## src/rtl/irq_resolver_pkg.sv

```systemverilog
// Shared defaults for the interrupt request resolver.
package irq_resolver_pkg;
    localparam int unsigned DEF_LINES   = 8;  // request lines, a power of two
    localparam int unsigned DEF_CASCADE = 2;  // line fed by a downstream resolver
endpackage

```

## src/rtl/irq_capture.sv

```systemverilog
// Request capture: one register per line. In level mode the bit follows the
// input. In edge mode a rising transition (seen against the stored previous
// level) sets the bit, and nothing here clears it.
// Assumes req_in is already synchronous to clk.
module irq_capture #(
    parameter int unsigned N = 8
) (
    input  logic         clk,
    input  logic         rst_n,
    input  logic [N-1:0] req_in,
    input  logic [N-1:0] trig_level,
    output logic [N-1:0] req_q
);
    logic [N-1:0] prev_q;

    for (genvar g = 0; g < N; g++) begin : g_line
        // Track the previous level and update the request bit of one line.
        always_ff @(posedge clk) begin
            if (!rst_n) begin
                req_q[g]  <= 1'b0;
                prev_q[g] <= 1'b0;
            end else begin
                prev_q[g] <= req_in[g];
                if (trig_level[g])
                    req_q[g] <= req_in[g];
                else if (req_in[g] && !prev_q[g])
                    req_q[g] <= 1'b1;
            end
        end
    end
endmodule

```

## src/rtl/irq_prio_scan.sv

```systemverilog
// Rotating priority scan: returns the smallest offset k for which
// vec[(k + base) mod N] is set. Returns N when vec is empty.
// Assumes N is a power of two so the index wraps naturally.
module irq_prio_scan #(
    parameter int unsigned N      = 8,
    localparam int unsigned IDX_W  = $clog2(N),
    localparam int unsigned PRIO_W = IDX_W + 1
) (
    input  logic [N-1:0]      vec,
    input  logic [IDX_W-1:0]  base,
    output logic [PRIO_W-1:0] prio
);
    // Walk offsets from least to most urgent so the most urgent hit is kept last.
    always_comb begin
        prio = PRIO_W'(N);
        for (int off = N - 1; off >= 0; off--) begin
            if (vec[IDX_W'(IDX_W'(off) + base)])
                prio = PRIO_W'(off);
        end
    end
endmodule

```

## src/rtl/irq_resolver.sv

```systemverilog
// Top level: capture, masking, two rotating scans (pending and in-service),
// strict comparison and a registered interrupt output.
// Assumes the caller keeps in_service, mask and rot_base consistent with
// its own acknowledge and end-of-service sequencing.
module irq_resolver
    import irq_resolver_pkg::*;
#(
    parameter int unsigned N       = DEF_LINES,
    parameter int unsigned CASCADE = DEF_CASCADE,
    localparam int unsigned IDX_W  = $clog2(N),
    localparam int unsigned PRIO_W = IDX_W + 1
) (
    input  logic             clk,
    input  logic             rst_n,
    input  logic [N-1:0]     req_in,
    input  logic [N-1:0]     trig_level,
    input  logic [N-1:0]     mask,
    input  logic [N-1:0]     in_service,
    input  logic [IDX_W-1:0] rot_base,
    input  logic             nested_en,
    output logic [IDX_W-1:0] win_line,
    output logic             win_valid,
    output logic             irq_out
);
    logic [N-1:0]      req_q;
    logic [N-1:0]      pending;
    logic [N-1:0]      isr_eff;
    logic [PRIO_W-1:0] pend_prio;
    logic [PRIO_W-1:0] isr_prio;

    irq_capture #(.N(N)) u_capture (
        .clk        (clk),
        .rst_n      (rst_n),
        .req_in     (req_in),
        .trig_level (trig_level),
        .req_q      (req_q)
    );

    // Drop masked lines and, in nested mode, the cascade in-service bit.
    always_comb begin
        pending = req_q & ~mask;
        isr_eff = in_service;
        if (nested_en)
            isr_eff[CASCADE] = 1'b0;
    end

    irq_prio_scan #(.N(N)) u_pend_scan (
        .vec  (pending),
        .base (rot_base),
        .prio (pend_prio)
    );

    irq_prio_scan #(.N(N)) u_isr_scan (
        .vec  (isr_eff),
        .base (rot_base),
        .prio (isr_prio)
    );

    // Report the winner only when it strictly outranks the in-service level.
    always_comb begin
        win_valid = pend_prio < isr_prio;
        win_line  = IDX_W'(pend_prio[IDX_W-1:0] + rot_base);
    end

    // Register the interrupt request toward the processor.
    always_ff @(posedge clk) begin
        if (!rst_n)
            irq_out <= 1'b0;
        else
            irq_out <= win_valid;
    end
endmodule

```

## config.mk

```make
export PLATFORM = sky130hd
export DESIGN_NAME = irq_resolver
export DESIGN_NICKNAME = d
export VERILOG_FILES = /design/src/rtl/irq_resolver_pkg.sv /design/src/rtl/irq_capture.sv /design/src/rtl/irq_prio_scan.sv /design/src/rtl/irq_resolver.sv
export SDC_FILE = /design/constraint.sdc
export NUM_CORES = 1
export LEC_CHECK = 0
export ABC_AREA = 1
export BUFFER_PORTS_ARGS = -buffer_cell sky130_fd_sc_hd__buf_2
export CAP_MARGIN = 10
export CORE_UTILIZATION = 59
export CTS_BUF_LIST = sky130_fd_sc_hd__clkbuf_4 sky130_fd_sc_hd__clkbuf_8
export DETAILED_ROUTE_END_ITERATION = 16
export PLACE_DENSITY = 0.91
export SYNTH_ARGS = -nofsm -noshare
export SYNTH_HDL_FRONTEND = slang
export SYNTH_SLANG_ARGS = --single-unit
```

## constraint.sdc

```tcl
create_clock -name clk -period 10.8 [get_ports clk]
set_clock_uncertainty 0.15 [all_clocks]
set_input_delay 2.16 -clock clk [delete_from_list [all_inputs] [get_ports clk]]
set_output_delay 2.16 -clock clk [all_outputs]
set_load 0.005 [all_outputs]
```

==> Word-level counts from Yosys, hierarchy flattened <==
Cells that the tools add are included.
{ "word_totals": {"ff_bits": 17, "in_bits": 38, "out_inout_bits": 5, "elab_cells": 125} }
{ "op_classes": {"n_addsub": 8, "magnitude_cmp": 9, "muxes": 65, "bitwise": 2, "n_reduce_logical": 24} }
{ "ops": {"columns": ["operator", "count"], "rows": [
  ["$mux 4", 16],
  ["$bmux 1 s3", 16],
  ["$mux 1", 33],
  ["$lt 3x4->1 const B", 8],
  ["$reduce_bool 2->1", 8],
  ["$add 3x3->3 const A", 4],
  ["$and 8x8->8", 1],
  ["$logic_and 1x1->1", 8],
  ["$logic_not 1->1", 8],
  ["$not 8->8", 1],
  ["$add 2x3->3 const A", 2],
  ["$lt 4x4->1", 1],
  ["$add 1x3->3 const A", 1],
  ["$add 3x3->3", 1]
]} }

==> Longest topological paths before layout <==
{ "depth": {"depth_word": 13, "mapped_depth": 22, "mapped_depth_nobuf": 19} }

==> Cells and area by module <==
From an unflattened synthesis, not the netlist that was laid out.
{ "hier_totals": {"hier_cells": 310, "area_unflattened_um2": 1746.7} }
{ "by_module_without_submodules": {"columns": ["mod", "instances", "cells_per_inst", "area_per_inst_um2"], "rows": [
  ["irq_prio_scan", 2, 95, 445.4],
  ["irq_capture", 1, 74, 601.8],
  ["irq_resolver", 1, 46, 254.0]
]} }

==> Worst setup path before layout <==
OpenSTA, ideal clock, no wires.
{ "synth_path": {"kind": "input to output", "from": "in rot_base[0]", "to": "out win_line[2]", "arrival_ns": 4.445, "required_time_ns": 8.490, "setup_slack_ns": 4.045, "stages": 22, "path_buffers": 3, "path_cell_list": "buf_6 inv_6 buf_12 ha_1 buf_2 inv_2 nand3_1 nand2_1 inv_1 o21ai_2 nand2_1 nand2_1 nand2_1 nand2_1 nand2_1 nand2_1 inv_1 ha_1 inv_1 fa_1 xnor2_1 xor2_1"} }
{ "synth_via": {"elab_chain_len": 12, "word_cells_on_any_way": 32} }
{ "synth_rtl": {"columns": ["item", "line_no", "rtl"], "rows": [
  ["start: declaration", "irq_resolver.sv:19", "input logic [IDX_W-1:0] rot_base,"],
  ["$add 3x3->3", "irq_prio_scan.sv:17", "if (vec[IDX_W'(IDX_W'(off) + base)])"],
  ["$bmux 1 s3", "irq_prio_scan.sv:17", null],
  ["$mux 1 (implied by the code)", "irq_prio_scan.sv:17", null],
  ["$mux 4 (8 in a row)", "irq_prio_scan.sv:17", null],
  ["$add 3x3->3 *", "irq_resolver.sv:62", "win_line = IDX_W'(pend_prio[IDX_W-1:0] + rot_base);"],
  ["end: declaration", "irq_resolver.sv:21", "output logic [IDX_W-1:0] win_line,"]
]} }
Every way passes the cells marked *; elsewhere a longest branch is shown, timed or not. The select of a mux whose other input is x is not followed.

==> Final worst setup path <==
Same ends and word-level chain as after synthesis.

==> run summary <==
Result of the run: finished clean
Post-synthesis async set-or-reset flop share: 0
Layout area overhead: 12.3%
Later-pin clock latency in the skew report: 0.29 ns
Routability-driven placement congestion ratio: 0.931
Cts bufs inserted: 3
Diode count: 0
Cell class contributing the biggest share of worst-path delay: adder cells
Antenna Nets Post-Route: 0
Worst-path fanout max: 19
Cells after DPL: 342
Proportion of netlist area held by the largest area contributor: 0.201
Initial standard-cell utilization of the core: 0.620
CP Class: in2out
Post-synthesis instance area: 0.00170 mm²
Setup WS post-layout: 3.53 ns
Final Non-Filler Cells: 346
Number of antenna violations at the first check in global routing: 0
Die Width: 55.6 µm
Cts-stage hold buffer count: 0
Slew margin rel.: 0.745
Count of pins on the block boundary: 43
Count of port buffers added during placement: 42
Most frequent cell after synthesis: sky130_fd_sc_hd__nand2_1
Die extent in y: 55.6 µm
Fraction of layout instances using a drive strength above 1: 0.213
Met2 usage: 0.518
Pins over their slew limit: 0
DPL Wire Length: 3.06 mm
First-pass DRT Iterations: 4
Post-synth cell types: 32
CTS tree: built
Leak pwr: 1.10 nW
Required time reported for the critical path endpoint: 8.49 ns
Synthesized Nets: 321
Period utilisation layout: 0.673
Maximum cell stage delay along the critical path: 0.48 ns
Ys flop type: sky130_fd_sc_hd__dfxtp_1
Dominant cells by area after synthesis: sky130_fd_sc_hd__dfxtp_1 (20%), sky130_fd_sc_hd__nand2_1 (18%), sky130_fd_sc_hd__nand3_1 (14%)
Max-cap violations: 0
Cell chain of the critical path: buf_2, inv_6, ha_1, inv_2, nand3_1, nand2_1, inv_1, o21ai_2, nand2_1, nand2_1, nand2_1, nand2_1, nand2_1, nand2_1, inv_1, ha_1, inv_1, fa_1, xnor2_1, xor2_1, buf_2
Overflow left after global routing: 0
H-tree depth: 1
CP arrival: 4.96 ns
CTS Root Buffer Type: sky130_fd_sc_hd__clkbuf_4
Number of core rows: 19
Yosys top cell by area: sky130_fd_sc_hd__dfxtp_1
Total vias in the final route: 1852
Pin count of the biggest net entering global routing: 20
Number of DRC markers in iteration 0: 92
Setup TNS Final: 0 ns
Most common library cells after synthesis: sky130_fd_sc_hd__nand2_1 (81), sky130_fd_sc_hd__inv_1 (52), sky130_fd_sc_hd__nand3_1 (48)
Sink Count: 17
Critical path startpoint category: input port
Overall routed net length: 3.84 mm
Placement Setup Slack: 3.55 ns
Die Footprint: 0.00309 mm²
Yosys warning count: 0
RSZ-0062 raised after global routing: no
Via count of the first global-routing pass: 1780
Met1 layer usage reported by global route: 0.302
Mean instance size in the synthesized netlist: 6.14 µm²
Power per Cell Area: 104 mW/mm²
Average wire per cell in the routed design: 11.1 µm
Actual transition at the worst max-transition pin: 0.383 ns
Fill cell instance count of the final layout: 252
Worst IR Drop VDD: 0.0000934 V
Post-route DRC: 0
CP max stage cell: sky130_fd_sc_hd__ha_1
Maximum operating frequency: 0.138 GHz
Number of failing hold endpoints at the final stage: 0
Global routing met3 resource utilization: 0.0302
Combined buffer and inverter count along the critical path: 7
CTS clk-pin slew, worst paths: 0.09 ns
Number of vias per cell: 5.35
Setup violation total in the final timing report: 0
CP most frequent cell: sky130_fd_sc_hd__nand2_1
Minimum clock period after layout: 7.27 ns
GRT Util Overall: 0.279
Final-stage net count: 361
Wire length of the first global-routing pass: 6.99 mm
Post-synthesis sequential element count: 17
Maximum clock path buffer count: 2
Endpoint class of the critical path: output port
Placeable core area: 0.00273 mm²
Path class of the lowest-slack min-delay path: reg2reg
Synth Instances: 276
Global-route layer with the greatest usage: met2
Sequential fraction of the synthesis area: 0.201
Number of enable flip-flop cells after synthesis: 0
Post-cts repair resize count: 0
Setup Fix Bufs, Post-CTS: 0
kinds of logic after synthesis:
kind of cell	synth area share
xor gates and xnor gates	0.0391
adders and majority gates	0.0561
AOI/OAI and AO/OA	0.125
buffers and inverters	0.170
DFF	0.201
and+or+nand+nor	0.408
layout by cell type, fill, tap and decap left out:
cell type                  count
sky130_fd_sc_hd__xnor2_1       1
sky130_fd_sc_hd__ha_1          6
sky130_fd_sc_hd__and2_1        3
sky130_fd_sc_hd__inv_2         3
sky130_fd_sc_hd__nor3_1        2
sky130_fd_sc_hd__nand3_1      48
sky130_fd_sc_hd__o21ai_1       1
sky130_fd_sc_hd__a31oi_4       1
sky130_fd_sc_hd__a21oi_1       3
sky130_fd_sc_hd__inv_6         1
sky130_fd_sc_hd__nand3_4       1
sky130_fd_sc_hd__dfxtp_1      17
sky130_fd_sc_hd__o21ai_2       2
sky130_fd_sc_hd__nand2_2       4
sky130_fd_sc_hd__nor2_2        1
sky130_fd_sc_hd__nor2_1        5
sky130_fd_sc_hd__xnor2_2       3
sky130_fd_sc_hd__xor2_1        1
sky130_fd_sc_hd__nand2_4       1
sky130_fd_sc_hd__clkbuf_4      4
sky130_fd_sc_hd__a31oi_1       3
sky130_fd_sc_hd__inv_1        52
sky130_fd_sc_hd__o21ai_0      15
sky130_fd_sc_hd__nand3_2       4
sky130_fd_sc_hd__fa_1          1
sky130_fd_sc_hd__buf_2        42
sky130_fd_sc_hd__clkinv_1      1
sky130_fd_sc_hd__nand2_1      81
sky130_fd_sc_hd__o31ai_1       8
sequential cells by signal (all words and copies together), names as in the netlist:
register,cells
irq_out,1
u_capture.req_q,8
u_capture.prev_q,8
per-stage QoR:
| step | hold WS (ns) | total power [W] | area, µm² | util |
|---|---|---|---|---|
| after floorplan | 0.299 | 0.000140 | 1700 | - |
| after global placement | 0.305 | 0.000160 | 1870 | 0.686 |
| after detailed placement | 0.317 | 0.000164 | 1870 | 0.686 |
| after CTS | 0.339 | 0.000199 | 1900 | 0.697 |
| after global routing | 0.370 | 0.000217 | 1900 | 0.697 |
| final | 0.337 | 0.000199 | 1900 | 0.697 |
final cells by class:
cell class / count / area, µm² / share of cell area
Tap cell: 31 / 38.8 / 0.0204
Clock buffer: 4 / 30.0 / 0.0158
Multi-Input combinational cell: 195 / 1070 / 0.560
Sequential cell: 17 / 340 / 0.179
Inverter: 57 / 219 / 0.115
Timing Repair Buffer: 42 / 210 / 0.110
path summary, 6_finish.rpt:
kind,start,end,slack [ns],cells after the start
hold reg to reg,u_capture.prev_q[6]$_SDFF_PN0_,u_capture.req_q[6]$_SDFFE_PN0P_,0.34,3
hold / removal,u_capture.prev_q[6]$_SDFF_PN0_,u_capture.req_q[6]$_SDFFE_PN0P_,0.34,3
setup reg to reg,u_capture.req_q[5]$_SDFFE_PN0P_,irq_out$_SDFF_PN0_,8.56,12
setup / recovery,rot_base[0],win_line[2],3.53,21
routing by layer:
metal | share of wire | vias up
met3 | 0.068 | 18
met1 | 0.41 | 795
li1 | - | 959
met4 | 0.033 | 0
met5 | 0 | -
met2 | 0.49 | 80
worst min-delay path, cell delays in order, from the launching register on:
cell and delay (ns):
sky130_fd_sc_hd__dfxtp_1 0.31, sky130_fd_sc_hd__inv_1 0.04, sky130_fd_sc_hd__o21ai_0 0.06, sky130_fd_sc_hd__o31ai_1 0.05
power by group:
| group | internal [W] | leakage [nW] | switching [W] |
|---|---|---|---|
| clock | 0.0000169 | 0.0184 | 0.0000186 |
| sequential | 0.0000678 | 0.142 | 0.00000272 |
| combinational | 0.0000366 | 0.941 | 0.0000563 |
| total | 0.000121 | 1.10 | 0.0000776 |
No activity file was read; power rests on OpenSTA's default activity.
